File: src/rtl/sadc_pkg.sv
package sadc_pkg;
  typedef enum logic [2:0] {
    PH_WAIT   = 3'd0,
    PH_ADDR   = 3'd1,
    PH_SETTLE = 3'd2,
    PH_MSB    = 3'd3,
    PH_LSB    = 3'd4,
    PH_DONE   = 3'd5
  } phase_t;
endpackage

File: src/rtl/sadc_ctrl.sv
module sadc_ctrl
  import sadc_pkg::*;
#(
  parameter int RES = 8
) (
  input  logic                     clk,
  input  logic                     rst_n,
  input  logic                     di,
  output phase_t                   phase,
  output logic [$clog2(RES)-1:0]   idx,
  output logic                     cfg_sgl,
  output logic                     cfg_odd
);
  localparam int IDXW = $clog2(RES);
  localparam logic [IDXW-1:0] TOP = IDXW'(RES - 1);

  phase_t          phase_nx;
  logic [IDXW-1:0] idx_nx;
  logic            sgl_en, odd_en;

  always_comb begin
    phase_nx = phase;
    idx_nx   = idx;
    sgl_en   = 1'b0;
    odd_en   = 1'b0;
    unique case (phase)
      PH_WAIT: if (di) begin
        phase_nx = PH_ADDR;
        idx_nx   = '0;
      end
      PH_ADDR: begin
        if (idx == '0) begin
          sgl_en = 1'b1;
          idx_nx = IDXW'(1);
        end else begin
          odd_en   = 1'b1;
          phase_nx = PH_SETTLE;
        end
      end
      PH_SETTLE: begin
        phase_nx = PH_MSB;
        idx_nx   = TOP;
      end
      PH_MSB: begin
        if (idx == '0) begin
          phase_nx = PH_LSB;
          idx_nx   = IDXW'(1);
        end else begin
          idx_nx = idx - IDXW'(1);
        end
      end
      PH_LSB: begin
        if (idx == TOP) phase_nx = PH_DONE;
        else            idx_nx   = idx + IDXW'(1);
      end
      default: phase_nx = PH_DONE;
    endcase
  end

  always_ff @(posedge clk or negedge rst_n) begin
    if (!rst_n) begin
      phase   <= PH_WAIT;
      idx     <= '0;
      cfg_sgl <= 1'b0;
      cfg_odd <= 1'b0;
    end else begin
      phase <= phase_nx;
      idx   <= idx_nx;
      if (sgl_en) cfg_sgl <= di;
      if (odd_en) cfg_odd <= di;
    end
  end
endmodule

File: src/rtl/sadc_sar.sv
module sadc_sar #(
  parameter int RES = 8
) (
  input  logic                   clk,
  input  logic                   rst_n,
  input  logic                   step_en,
  input  logic [$clog2(RES)-1:0] idx,
  input  logic                   cmp,
  output logic [RES-1:0]         result,
  output logic [RES-1:0]         trial
);
  localparam int IDXW = $clog2(RES);

  logic [RES-1:0] result_nx;

  for (genvar gi = 0; gi < RES; gi++) begin : g_trial
    assign trial[gi] = step_en &
                       ((IDXW'(gi) > idx) ? result[gi] : (IDXW'(gi) == idx));
  end

  always_comb begin
    result_nx = result;
    if (step_en) result_nx[idx] = cmp;
  end

  always_ff @(posedge clk or negedge rst_n) begin
    if (!rst_n) result <= '0;
    else        result <= result_nx;
  end
endmodule

File: src/rtl/sadc_dout.sv
module sadc_dout
  import sadc_pkg::*;
#(
  parameter int RES = 8
) (
  input  phase_t                 phase,
  input  logic [$clog2(RES)-1:0] idx,
  input  logic                   cmp,
  input  logic [RES-1:0]         result,
  output logic                   do_data,
  output logic                   do_oe
);
  always_comb begin
    do_oe   = (phase == PH_SETTLE) || (phase == PH_MSB) || (phase == PH_LSB);
    do_data = 1'b0;
    if (phase == PH_MSB)      do_data = cmp;
    else if (phase == PH_LSB) do_data = result[idx];
  end
endmodule

File: src/rtl/sadc_core.sv
module sadc_core
  import sadc_pkg::*;
#(
  parameter int RES = 8
) (
  input  logic           sclk,
  input  logic           cs_n,
  input  logic           di,
  input  logic           cmp_gt,
  output logic [RES-1:0] trial_code,
  output logic           sel_single,
  output logic           sel_odd,
  output logic           do_data,
  output logic           do_oe
);
  localparam int IDXW = $clog2(RES);

  logic            rst_n;
  phase_t          phase;
  logic [IDXW-1:0] idx;
  logic [RES-1:0]  result;
  logic            step_en;

  assign rst_n   = ~cs_n;
  assign step_en = (phase == PH_MSB);

  sadc_ctrl #(.RES(RES)) u_ctrl (
    .clk(sclk), .rst_n(rst_n), .di(di), .phase(phase), .idx(idx),
    .cfg_sgl(sel_single), .cfg_odd(sel_odd)
  );

  sadc_sar #(.RES(RES)) u_sar (
    .clk(sclk), .rst_n(rst_n), .step_en(step_en), .idx(idx), .cmp(cmp_gt),
    .result(result), .trial(trial_code)
  );

  sadc_dout #(.RES(RES)) u_dout (
    .phase(phase), .idx(idx), .cmp(cmp_gt), .result(result),
    .do_data(do_data), .do_oe(do_oe)
  );
endmodule

File: config.mk
export PLATFORM = sky130hd
export DESIGN_NAME = sadc_core
export DESIGN_NICKNAME = d
export VERILOG_FILES = /design/src/rtl/sadc_pkg.sv /design/src/rtl/sadc_ctrl.sv /design/src/rtl/sadc_sar.sv /design/src/rtl/sadc_dout.sv /design/src/rtl/sadc_core.sv
export SDC_FILE = /design/constraint.sdc
export NUM_CORES = 1
export LEC_CHECK = 0
export BUFFER_PORTS_ARGS = -buffer_cell sky130_fd_sc_hd__buf_2
export CAP_MARGIN = 25
export CORE_ASPECT_RATIO = 0.8
export CORE_MARGIN = 5
export CORE_UTILIZATION = 30
export CTS_CLUSTER_DIAMETER = 40
export DETAILED_ROUTE_END_ITERATION = 8
export PLACE_DENSITY = 0.47
export SYNTH_ARGS = -nofsm -noshare
export SYNTH_HDL_FRONTEND = slang
export SYNTH_SLANG_ARGS = --single-unit
export TNS_END_PERCENT = 30
File: constraint.sdc
create_clock -name sclk -period 5.41 [get_ports sclk]
set_input_delay 0.541 -clock sclk [delete_from_list [all_inputs] [get_ports sclk]]
set_output_delay 0.541 -clock sclk [all_outputs]
set_load 0.1 [all_outputs]
### Yosys cells after proc, flatten, opt, wreduce, memory -nomap -nowiden

Cells that the tools add are included.

* input port bits: 4
* word-level logic and storage cells: 80
* output and inout bits: 12
* register bits: 16

* reductions and logical operators: 8
* $add $sub $neg: 2
* mux-type cells: 29
* equal/unequal tests: 18
* bitwise logic cells: 8
* magnitude comparators: 10

Operators with widths (count)
* 3-bit case mux with 5 select lines: 2
* 3-bit 2-to-1 mux: 8
* 1-bit 2-to-1 mux: 16
* 3-bit equality test (first input constant): 4
* 3-bit greater-than comparator (first input constant): 4
* 1-bit AND: 8
* 8-bit bitwise mux: 1
* 2-bit inequality test (second input constant): 4
* 4-bit AND reduction: 2
* 2-bit by 3-bit equality test with 1-bit output (first input constant): 2
* 3-bit by 2-bit equality test with 1-bit output (second input constant): 2
* 3-bit equality test (second input constant): 2
* 1-bit by 3-bit greater-than comparator with 1-bit output (first input constant): 2
* 2-bit by 3-bit greater-than comparator with 1-bit output (first input constant): 2
* 3-bit zero test: 2
* 5-bit nonzero test: 1
* 3-bit by 4-bit less-than comparator with 1-bit output (second input constant): 1
* 2-bit by 1-bit inequality test with 1-bit output (second input constant): 2
* 3-bit by 1-bit adder with 3-bit output (second input constant): 1
* 1-bit binary-select mux with 3-bit select: 1
* 1-bit demux with 3-bit select: 1
* 1-bit by 3-bit equality test with 1-bit output (first input constant): 1
* 3-bit by 1-bit equality test with 1-bit output (second input constant): 1
* 3-bit by 1-bit greater-or-equal comparator with 1-bit output (second input constant): 1
* 3 further kinds: 4

### Logic depth before layout (Yosys ltp)

* word-level depth: 5
* gate-level depth with buffers: 6
* gate-level depth less buffers: 6

### By module

From an unflattened synthesis, not the netlist that was laid out.

* cells, all modules: 115
* area, all modules: 1183.6 µm²

Modules (own cells, without submodules)
* sadc_ctrl: instances 1, sequential area each 200.2 µm², area an instance 541.8 µm², cells an instance 54
* sadc_sar: instances 1, sequential area each 200.2 µm², area an instance 521.8 µm², cells an instance 47
* sadc_dout: instances 1, sequential area each 0.0 µm², area an instance 107.6 µm², cells an instance 12
* sadc_core: instances 1, sequential area each 0.0 µm², area an instance 12.5 µm², cells an instance 2

### Worst setup path after synthesis

OpenSTA, ideal clock, no wires.

* kind: register -> output
* start: register u_ctrl.phase[2]
* end: output trial_code[5]
* arrival time: 3047 ps
* cell stages (with the launch flop): 5
* path buffers: 2
* data required time: 4869 ps
* setup slack: 1822 ps
* cells stage by stage: dfrtp_1 -> buf_4 -> nand3b_4 -> buf_2 -> nor3b_1

* word-level cells in the longest chain between the ends: 2

RTL lines
* start, declared: line sadc_ctrl.sv:9 `output phase_t phase,`
* start signal, assigned: line sadc_ctrl.sv:67 `phase <= phase_nx;`
* 3-bit by 2-bit equality test with 1-bit output: line sadc_core.sv:25 `assign step_en = (phase == PH_MSB);`
* 1-bit AND: line sadc_sar.sv:17 `assign trial[gi] = step_en &`
* end, declared: line sadc_core.sv:10 `output logic [RES-1:0] trial_code,`

No other way between the ends.

### Worst setup path in the final report

* start: register u_ctrl.idx[2]
* end: output do_data

* word-level cells in the longest chain between the ends: 4

RTL lines
* start, declared: line sadc_ctrl.sv:10 `output logic [$clog2(RES)-1:0] idx,`
* start signal, assigned: line sadc_ctrl.sv:68 `idx <= idx_nx;`
* 1-bit binary-select mux with 3-bit select: line sadc_dout.sv:17 `else if (phase == PH_LSB) do_data = result[idx];`
* 1-bit 2-to-1 mux (implied by the code): line sadc_dout.sv:17
* 1-bit 2-to-1 mux: line sadc_dout.sv:17
* 1-bit 2-to-1 mux: line sadc_dout.sv:16 `if (phase == PH_MSB) do_data = cmp;`
* end, declared: line sadc_core.sv:13 `output logic do_data,`

No other way between the ends. The select of a mux whose other input is x is not followed.

==> impl_metrics.toml <==
[run_status]
outcome = "finished, final reports clean"

[pwr]
powerDensity_mw_per_mm2 = 617.5
p_leak_uw = 0.0005729
irDropWorstVdd_uv = 136.0
pwr-share-clk_pct = 13.1
p_sw_uw = 421.5
p_sw_share_pct = 51.90
internal_power_uw = 390.6
seqPwrFrac_pct = 32.3
p_comb_share_pct = 54.6
power.total_uw = 812.0

[cells_and_area]
final_area_sq_mm = 0.001315
final_common_cell = "dfrtp_1"
area_growth_pct = 12.77
drive_gt1_share_pct = 21.71
fillers = 383
diodes = 0
fin_nets = 140
mostFrequentLayoutCells = "dfrtp_1 (16), buf_2 (15), nor2_1 (10)"
final_cells = 184

[yosys]
yosys.cell_types.count = 39
synth_area_leaders = "dfrtp_1 (34%), mux2_1 (7.7%), mux2i_1 (6.9%)"
synth_top_area_share_pct = 34.33
async_flop_share_pct = 100.0
syn_avg_cell_area_sq_um = 9.882
synth-edff-count = 0
yosys_warnings = 0
synth-main-ff-cell = "dfrtp_1"
synth-seq-area-share_pct = 34.33
synth-seq-cells = 16
synth_top_area_cell = "dfrtp_1"
syn_inst = 118
syn_area_sq_mm = 0.001166
synth_nets = 128

[timing]
setup_tns_ns = 0
hold_ws_ns = 0.3704
period_minus_slack_ns = 2.703
hold_viol = 0
fmax_mhz = 369.9
setup_viol = 0
final_max_slew_viol_count = 0
tightest_slew_ns = 0.7007
period_share_pct = 49.97
max-slew-margin-rel_pct = 53.29
skew_ns = 0.004999
rsz0062_at_grt = "no"

[route]
routed_wl_mm = 2.408
wl_per_cell_microns = 13.09
via_count = 886
antenna_left = 0
firstDrtPassIters = 4
drc = 0
vias_per_cell = 4.815
first_iter_violations = 98

[placed_design]
placed_cell_area_sq_mm = 0.001260
port-buffer-count = 15
hpwl_mm = 1.765
place.gp.congestion = 0.7887
dp_cells = 180

[global_routing]
grt_pass1_wl_mm = 3.967
grt_start_max_net_pins = 25
grt_pass1_vias = 810
grt_overflow = 0
track_usage_pct = 9.828
antenna_found_initial = 0

[critical_path]
rrSetupSlack_ns = 3.25
r2r_cells = 6
rr_endpoint = "u_ctrl.idx[2]$_DFFE_PP0P_"
start_kind = "flop"
crit_arrival_ns = 2.16
cp_data_required_time_ns = 4.87
end_kind = "primary output"
r2r_start = "u_ctrl.idx[0]$_DFFE_PP0P_"
crit_fanout = 24
path_class = "reg2out"

[clocking]
cts_resized = 0
cts_tree = "built"
cts_sinks = 16
cts-buffers-inserted = 3
cts_max_level = 1
cts_hold_buf = 0
clk_latency_ns = 0.25
cts-root-buf = "clkbuf_8"
postCtsSetupBuffers = 0
clkSlewWorstSetupHoldPaths_ns = 0.07
clk_path_buf_depth = 2

[floorplan]
rows = 20
die_h_microns = 65.77
io_pins = 16
initial_utilization_pct = 30.86
die_area_sq_mm = 0.005242
core_area_sq_mm = 0.003779
die_w_microns = 79.71

[worst_hold_path]
hp-class = "in2async"

[job]
max_cap_violations = 0
==> final cells by class <==
cell class / instances / area, sq um / area share [%]
multi-input cells: 90 / 700.7 / 53.28
flip-flops and latches: 16 / 400.4 / 30.45
repair buffers: 15 / 75.07 / 5.709
well taps: 55 / 68.82 / 5.233
clock buffers: 4 / 55.05 / 4.186
inverters: 4 / 15.01 / 1.142
==> worst max path at each step <==
stage                                startpoint       endpoint  slack (ns)  cells after the start
floorplan           u_ctrl.phase[2]$_DFFE_PP0P_  trial_code[5]        1.82                      4
global placement      u_ctrl.idx[0]$_DFFE_PP0P_        do_data        3.03                      5
detailed placement    u_ctrl.idx[0]$_DFFE_PP0P_        do_data        3.00                      5
CTS                   u_ctrl.idx[0]$_DFFE_PP0P_        do_data        2.72                      5
global route          u_ctrl.idx[0]$_DFFE_PP0P_        do_data        2.55                      5
finish                u_ctrl.idx[2]$_DFFE_PP0P_        do_data        2.71                      5
==> cell usage after synthesis (2+ instances only) <==
master / instances
mux2_4: 2
mux2_1: 8
nand2_1: 4
inv_1: 4
nor2_1: 10
xnor2_1: 2
o32ai_1: 2
nand2b_1: 4
dfrtp_1: 16
nand3_1: 5
a22oi_1: 2
buf_2: 4
o21ai_0: 3
o22ai_1: 3
mux2i_1: 8
o31ai_1: 2
buf_4: 2
nor3_1: 5
a21oi_1: 7
ha_1: 6
==> metal layers <==
layer	vias to the layer above	GRT usage (%)	wire, microns
met1	431	13.24	1194
met3	2	4.110	111
met4	0	2.575	13
li1	442	-	-
met5	-	0	0
met2	11	14.37	1088
==> critical path, stage by stage, from the launching register on <==
cell     delay (ns)
dfrtp_1        0.79
mux2i_1        0.19
o32ai_1        0.27
nor2_1         0.08
o22ai_1        0.12
buf_2          0.45
==> logic make-up (layout without fill, tap and decap cells) <==
kind of cell	Yosys count	after routing	share of synthesized area (%)
compound gates	24	24	14.38
xor+xnor	2	2	1.502
fa+ha+maj	6	6	6.438
buf+inv	12	23	5.578
flops	16	16	34.33
mux	18	18	17.17
simple gates	40	40	20.60
==> power groups by stage <==
| stage | Clock (uW) | Sequential (uW) | Combinational, uW |
|---|---|---|---|
| floorplan | 0 | 259 | 390 |
| global placement | 0 | 265 | 442 |
| detailed placement | 0 | 263 | 446 |
| CTS | 111 | 261 | 447 |
| global route | 118 | 272 | 480 |
| finish | 107 | 262 | 443 |
==> stage by stage <==
stage / worst slack [ns] / utilization, %
global route: 2.553 / 34.80
floorplan: 1.822 / -
global placement: 3.029 / 33.34
finish: 2.707 / 34.80
detailed placement: 3.005 / 33.34
CTS: 2.721 / 34.80
==> state kept, by name (all words and copies together) (netlist names) <==
name and flops:
u_ctrl.cfg_odd 1, u_ctrl.phase 3, u_sar.result 8, u_ctrl.cfg_sgl 1, u_ctrl.idx 3
Note: power is estimated with default switching activity, not from simulation.
